==> src/rtl/ftp_pkg.sv <==
package ftp_pkg;
  typedef enum logic [1:0] {
    RES_IDLE = 2'b00,
    RES_BUSY = 2'b01,
    RES_PASS = 2'b10,
    RES_FAIL = 2'b11
  } res_e;

  typedef enum logic [2:0] {
    S_IDLE,
    S_RD_A,
    S_RD_B,
    S_RC_A,
    S_RC_B,
    S_RST_W
  } st_e;
endpackage

==> src/rtl/ftp_bus_port.sv <==
module ftp_bus_port #(
  parameter int DW = 8
) (
  input  logic          clk,
  input  logic          rst,
  input  logic          abort,
  input  logic          go,
  input  logic          go_we,
  input  logic [DW-1:0] go_wdata,
  output logic          mem_req,
  output logic          mem_we,
  output logic [DW-1:0] mem_wdata,
  input  logic          mem_ack,
  input  logic [DW-1:0] mem_rdata,
  output logic          xfer_done,
  output logic [DW-1:0] rd_byte
);
  always_ff @(posedge clk) begin
    if (rst || abort) begin
      mem_req   <= 1'b0;
      mem_we    <= 1'b0;
      mem_wdata <= '0;
      xfer_done <= 1'b0;
      rd_byte   <= '0;
    end else begin
      xfer_done <= 1'b0;
      if (mem_req && mem_ack) begin
        mem_req   <= 1'b0;
        mem_we    <= 1'b0;
        xfer_done <= 1'b1;
        rd_byte   <= mem_rdata;
      end else if (go && !mem_req) begin
        mem_req   <= 1'b1;
        mem_we    <= go_we;
        mem_wdata <= go_wdata;
      end
    end
  end
endmodule

==> src/rtl/ftp_pair_ctr.sv <==
module ftp_pair_ctr #(
  parameter int CW = 16
) (
  input  logic          clk,
  input  logic          rst,
  input  logic          clr,
  input  logic          inc,
  input  logic [CW-1:0] limit,
  output logic          hit
);
  localparam int XW = CW + 1;
  logic [CW-1:0] cnt;
  logic [XW-1:0] nxt;

  assign nxt = {1'b0, cnt} + XW'(1);
  assign hit = (limit != '0) && (nxt >= {1'b0, limit});

  always_ff @(posedge clk) begin
    if (rst || clr)  cnt <= '0;
    else if (inc)    cnt <= nxt[CW-1:0];
  end
endmodule

==> src/rtl/flash_tgl_poller.sv <==
module flash_tgl_poller
  import ftp_pkg::*;
#(
  parameter int          DW      = 8,
  parameter int          CW      = 16,
  parameter int          TGL_BIT = 6,
  parameter int          TMO_BIT = 5,
  parameter logic [7:0]  RST_CMD = 8'hF0
) (
  input  logic          clk,
  input  logic          rst,
  input  logic          start,
  input  logic          abort,
  input  logic [CW-1:0] max_polls,
  output logic          mem_req,
  output logic          mem_we,
  output logic [DW-1:0] mem_wdata,
  input  logic [DW-1:0] mem_rdata,
  input  logic          mem_ack,
  output logic [1:0]    res_code,
  output logic          res_valid
);
  st_e           st;
  logic          tgl_q;
  logic [CW-1:0] lim_q;
  logic          xfer_done;
  logic [DW-1:0] rd_byte;
  logic          in_bus, go, lim_hit, same, tmo, cnt_inc, cnt_clr;

  assign in_bus  = (st != S_IDLE);
  assign go      = in_bus && !mem_req && !xfer_done;
  assign same    = (rd_byte[TGL_BIT] == tgl_q);
  assign tmo     = rd_byte[TMO_BIT];
  assign cnt_clr = (st == S_IDLE) && start;
  assign cnt_inc = (st == S_RD_B) && xfer_done && !same && !tmo && !lim_hit;

  ftp_bus_port #(.DW(DW)) port_i (
    .clk(clk), .rst(rst), .abort(abort),
    .go(go), .go_we(st == S_RST_W), .go_wdata(DW'(RST_CMD)),
    .mem_req(mem_req), .mem_we(mem_we), .mem_wdata(mem_wdata),
    .mem_ack(mem_ack), .mem_rdata(mem_rdata),
    .xfer_done(xfer_done), .rd_byte(rd_byte)
  );

  ftp_pair_ctr #(.CW(CW)) ctr_i (
    .clk(clk), .rst(rst), .clr(cnt_clr || abort),
    .inc(cnt_inc), .limit(lim_q), .hit(lim_hit)
  );

  always_ff @(posedge clk) begin
    if (rst || abort) begin
      st        <= S_IDLE;
      tgl_q     <= 1'b0;
      res_code  <= RES_IDLE;
      res_valid <= 1'b0;
      if (rst) lim_q <= '0;
    end else begin
      res_valid <= 1'b0;
      case (st)
        S_IDLE: if (start) begin
          st       <= S_RD_A;
          tgl_q    <= 1'b0;
          res_code <= RES_BUSY;
          lim_q    <= max_polls;
        end
        S_RD_A: if (xfer_done) begin
          tgl_q <= rd_byte[TGL_BIT];
          st    <= S_RD_B;
        end
        S_RC_A: if (xfer_done) begin
          tgl_q <= rd_byte[TGL_BIT];
          st    <= S_RC_B;
        end
        S_RD_B: if (xfer_done) begin
          if (same) begin
            res_code  <= RES_PASS;
            res_valid <= 1'b1;
            st        <= S_IDLE;
          end else if (tmo)     st <= S_RC_A;
          else if (lim_hit)     st <= S_RST_W;
          else                  st <= S_RD_A;
        end
        S_RC_B: if (xfer_done) begin
          if (same) begin
            res_code  <= RES_PASS;
            res_valid <= 1'b1;
            st        <= S_IDLE;
          end else st <= S_RST_W;
        end
        S_RST_W: if (xfer_done) begin
          res_code  <= RES_FAIL;
          res_valid <= 1'b1;
          st        <= S_IDLE;
        end
        default: st <= S_IDLE;
      endcase
    end
  end
endmodule

==> config.mk <==
export PLATFORM = sky130hd
export DESIGN_NAME = flash_tgl_poller
export DESIGN_NICKNAME = d
export VERILOG_FILES = /design/src/rtl/ftp_pkg.sv /design/src/rtl/ftp_bus_port.sv /design/src/rtl/ftp_pair_ctr.sv /design/src/rtl/flash_tgl_poller.sv
export SDC_FILE = /design/constraint.sdc
export NUM_CORES = 1
export LEC_CHECK = 0
export ABC_AREA = 1
export BUFFER_PORTS_ARGS = -buffer_cell sky130_fd_sc_hd__buf_4
export CAP_MARGIN = 10
export CORE_MARGIN = 2
export CORE_UTILIZATION = 50
export CTS_BUF_LIST = sky130_fd_sc_hd__clkbuf_4
export DETAILED_ROUTE_END_ITERATION = 8
export GPL_ROUTABILITY_DRIVEN = 0
export PLACE_DENSITY = 0.83
export SLEW_MARGIN = 20
export SYNTH_ARGS = -nofsm -noshare
export SYNTH_HDL_FRONTEND = slang
export SYNTH_SLANG_ARGS = --single-unit
==> constraint.sdc <==
create_clock -name clk -period 4.8 [get_ports clk]
set_input_delay 0.24 -clock clk [delete_from_list [all_inputs] [get_ports clk]]
set_output_delay 0.24 -clock clk [all_outputs]
set_load 0.02 [all_outputs]
* Word level (Yosys, flattened, before mapping) *
Cells that the tools add are included.

operators by class
  multiplexer cells = 28
  order comparisons = 1
  reduce and logical (&&, ||, !) cells = 33
  divide/modulo/power cells = 0
  equality and inequality tests = 16
  shift-type cells = 0
  $mul = 0
  bitwise operators = 1
  $add $sub $neg = 1

operators by type and width
  cell                                                             count
  16-bit two-way mux                                               4
  3-bit two-way mux                                                10
  3-bit case mux with 6 select lines                               1
  16-bit by 1-bit adder with 17-bit output, second input constant  1
  17-bit by 16-bit greater-or-equal comparator with 1-bit output   1
  16-bit nonzero test                                              1
  2-bit by 1-bit != test with 1-bit output, second input constant  7
  1-bit logical AND                                                10
  2-bit two-way mux                                                4
  3-bit by 2-bit == test with 1-bit output, second input constant  2
  3-bit == test, second input constant                             2
  1-bit two-way mux                                                6
  2-bit != test, second input constant                             3
  2-bit case mux with 3 select lines                               1
  3-bit AND reduction                                              2
  6-bit AND reduction                                              1
  2-bit nonzero test                                               3
  3-bit nonzero test                                               2
  2-bit OR reduction                                               3
  1-bit zero test                                                  5
  5-bit AND reduction                                              1
  1-bit case mux with 2 select lines                               2
  3-bit by 1-bit == test with 1-bit output, second input constant  1
  3-bit zero test                                                  1
  4 further kinds                                                  6

storage, ports and cells
  ROM bits = 0
  memories kept = 0
  bits in latches = 0
  bits in writable memories = 0
  flip-flop bits (word level) = 50
  output and inout port bits = 13
  logic and storage cells = 91
  input bits = 29

* Logic depth before layout (Yosys ltp) *
  depth after elaboration = 8
  gate-level depth with buffers = 22
  mapped depth without buffers = 21

* Hierarchy *
A second synthesis with hierarchy kept.

second synthesis, totals
  cells, all modules = 472
  area total of the unflattened synthesis = 3353.2 um^2

by module, submodules not included
  module            times used  area an instance (um^2)  cells each  sequential area each (um^2)
  ftp_pair_ctr      1           1480.2                   235         320.3
  flash_tgl_poller  1           1139.8                   145         620.6
  ftp_bus_port      1           733.2                    92          380.4

* Least setup slack after synthesis *
No wires, ideal clock.

  path kind = reg2reg
  from = reg ctr_i.cnt[0]
  to = reg ctr_i.cnt[3]
  stages on the path, launching flop included = 20
  buffers on the path = 1
  data required time = 4.684 ns
  data arrival time = 2.480 ns
  clock period less this slack = 2.596 ns
  setup slack = 2.204 ns
  library setup time = 0.116 ns
  cells stage by stage = dfxtp_1 -> ha_1 -> nand2_1 -> nor2_2 -> nand2_4 -> nor3_1 -> xnor2_1 -> inv_1 -> ha_1 -> a21oi_1 -> nor2_1 -> nor2_1 -> nand3_1 -> nor2_2 -> nand2_1 -> nand2_2 -> nand2_4 -> buf_6 -> o21ai_0 -> nor2_1

between the ends
  cells in the longest elaborated chain, start to end = 5

RTL lines
  what                                                            RTL line                source
  start: declaration                                              ftp_pair_ctr.sv:12      logic [CW-1:0] cnt;
  start signal: assignment                                        ftp_pair_ctr.sv:20      else if (inc) cnt <= nxt[CW-1:0];
  16-bit by 1-bit adder with 17-bit output                        ftp_pair_ctr.sv:15      assign nxt = {1'b0, cnt} + XW'(1);
  via ctr_i.nxt[14]                                               ftp_pair_ctr.sv:13      logic [XW-1:0] nxt;
  17-bit by 16-bit greater-or-equal comparator with 1-bit output  ftp_pair_ctr.sv:16      assign hit = (limit != '0) && (nxt >= {1'b0, limit});
  1-bit logical AND                                               ftp_pair_ctr.sv:16
  1-bit zero test                                                 flash_tgl_poller.sv:35  assign cnt_inc = (st == S_RD_B) && xfer_done && !same && !tmo && !lim_hit;
  1-bit logical AND                                               flash_tgl_poller.sv:35

The timed path passes the listed nets, and every way through them passes these cells.
A chain may end at the register's enable or synchronous reset.

* Final worst setup path *
  from = reg ctr_i.cnt[0]
  to = reg ctr_i.cnt[14]

Same word-level chain as after synthesis.

==> flow_metrics.tcl <==
set metrics [dict create \
    die_w_um 77.71 \
    fin_setup_tns_ps 0 \
    setup_ws_ps 1836 \
    core_area_um2 5172 \
    fin_crit_sh_pct 61.75 \
    grt_pass1_wl_um 8728 \
    grt_pass1_vias 2092 \
    p_leak_nw 1.489 \
    synth_seq_area_share_pct 39.06 \
    antenna_found_initial 0 \
    clkSinkCount 45 \
    worst_pin_slew_ps 661.2 \
    hold-path-cell-count 3 \
    cts_tree "built" \
    h-tree-depth 2 \
    cell_internal_pwr_mw 0.5563 \
    synthesis.instances 375 \
    clock-root-buffer "clkbuf_4" \
    wl_um 4871 \
    routed-via-count 2229 \
    initial_core_util_pct 52.52 \
    skew_ps 5.838 \
    diodes 0 \
    fp.dieH_um 77.71 \
    drive_gt1_share_pct 11.82 \
    track_usage_pct 17.60 \
    fmax_ghz 0.3374 \
    drc 0 \
    min_period_ps 2964 \
    wl_met2_um 2321 \
    final-hold-violation-count 0 \
    grt_max_degree 24 \
    cts_setup_buffers 0 \
    path_clk_slew_ps 120 \
    avgRoutedWirePerCell_um 10.23 \
    ant_nets 0 \
    firstDrtPassIters 5 \
    hold_path_class "input port to register" \
    ys_seq_elements 45 \
    pwr-share-comb_pct 11.1 \
    clock_latency_ps 340 \
    final_cell_mix "77 x inv_1, 70 x nor2_1, 60 x nand2_1" \
    routed_via_density 4.683 \
    overflow 0 \
    outcome "completed" \
    portBuffers 31 \
    layout_commonest_cell "inv_1" \
    dpl_worst_slack_ps 1869 \
    synth_mux_area_share_pct 0 \
    p_clk_share_pct 31.5 \
    synthXorXnorAreaFrac_pct 4.192 \
    yosysWarnings 0 \
    yosys.area_share.simple_pct 26.30 \
    cp-end-kind "register" \
    netlist_area_um2 2716 \
    synth-compound-area-share_pct 8.337 \
    rsz0062_at_grt "false" \
    power.switching_mw 0.1691 \
    swShare_pct 23.31 \
    peakVddDrop_mv 0.2018 \
    path_max_fanout 17 \
    synth_top_family_by_area "simple AND/OR/NAND/NOR gates" \
    cts_inserted_buffers 5 \
    cts_buffer_depth 2 \
    wl_met3_um 165 \
    highest_layer "met4" \
    synthAdderAreaFrac_pct 7.830 \
    cts_resized 0 \
    cp.required_ps 5050 \
    reg2reg_depth 18 \
    area_delta_synth_final_pct 12.21 \
    met1_length_um 2295 \
    finalNetCount 451 \
    die_area_um2 6038 \
    worstPathArrival_ps 3220 \
    start_kind "register" \
    row_count 26 \
    finalSetupViolCount 0 \
    drt_iter0_drc 157 \
    maxCapViolCount 0 \
    critical_path_class "register to register" \
    synth.avg_cell_area_um2 7.244 \
    power.density_nw_per_um2 238.0 \
    cts_hold_buf 0 \
    synth_cell_types 30 \
    dp_hpwl_um 3864 \
    seqPwrFrac_pct 57.4 \
    io_pins 42 \
    slew_viol_final 0 \
    relSlewSlack_pct 55.87 \
]
## power groups by stage
stage	Clock, mW	Combinational, mW	Sequential [mW]
detailed placement	0	0.0809	0.425
global placement	0	0.0784	0.424
floorplan	0	0.0538	0.425
global route	0.248	0.0926	0.418
finish	0.229	0.0806	0.416
CTS	0.234	0.0813	0.416
## area by class of cell
cell class / instances / area [µm²]
clock buffers: 6 / 45.04
well taps: 70 / 87.58
flip-flops and latches: 45 / 1061
clock inverters: 2 / 33.78
repair buffers: 32 / 240.2
multi-input cells: 243 / 1282
fillers: 441 / 2125
inverters: 78 / 297.8
## registers in the layout (all words and copies together), names as in the netlist, 2 cells and up
| signal | count |
|---|---|
| res_code | 2 |
| port_i.rd_byte | 2 |
| st | 3 |
| ctr_i.cnt | 16 |
| lim_q | 16 |
## Yosys cell counts (all sizes together)
cell type  count  area, µm²
a211oi         1      7.510
a21o           1      7.510
a21oi         16      80.08
a22oi          1      7.510
buf            9      75.07
clkbuf         3      11.26
conb           1      3.750
dfxtp         29      580.6
edfxtp        16      480.5
ha            17      212.7
inv           78      297.8
nand2         64      260.3
nand3         13      65.06
nand4          5      31.28
nor2          74      297.8
nor3           7      35.03
nor4           4      25.02
o211ai         1      7.510
o21a           1      7.510
o21ai         19      95.09
o21bai         1      7.510
o22ai          1      6.260
xnor2          4      35.03
xor2           9      78.83
## per-layer routing
metal  global-route usage (%)  vias up
met5                        0        -
met4                    6.786        0
met3                    2.791        7
li1                         -     1214
met1                    22.49      965
met2                    29.74       43
## worst max-delay path, cell delays in order (launching register included)
cell     delay, ps
dfxtp_1        440
nand3_1        130
nor2_1         250
nand3_1        180
nor3_1         210
xor2_1         170
inv_1           90
ha_1           300
nand2_1         50
inv_1           40
nand2_1         60
nor3_1         250
nor2_2          50
nand2_1        100
nand2_2         70
nand2_4        170
inv_6           90
nor2_1         120
nor2_1          60
## through the flow
stage | std cells | cell area, µm² | hold slack [ps] | total power [mW] | util, %
after floorplan | 378 | 2728 | 343.1 | 0.4785 | -
after global placement | 468 | 2969 | 430.3 | 0.5025 | 57.40
after detailed placement | 468 | 2969 | 434.6 | 0.5060 | 57.40
after CTS | 476 | 3048 | 72.47 | 0.7316 | 58.93
after global routing | 476 | 3048 | 78.24 | 0.7591 | 58.93
final | 476 | 3048 | 82.01 | 0.7255 | 58.93
## worst paths after layout
kind	startpoint	to	slack [ps]
worst max-delay path	ctr_i.cnt[0]	ctr_i.cnt[14]	1840
worst min-delay path	mem_rdata[6]	port_i.rd_byte[6]	80
worst max register to register	ctr_i.cnt[0]	ctr_i.cnt[14]	1840
worst min register to register	res_code[1]	res_code[1]	460
## cells by family after synthesis
group,count (synthesis)
AO/OA/AOI/OAI,42
XOR/XNOR,13
adder cells (fa/ha/maj),17
buffers and inverters,90
flip-flops,45
other,1
AND/OR/NAND/NOR,167
(Power assumes the default switching activity.)
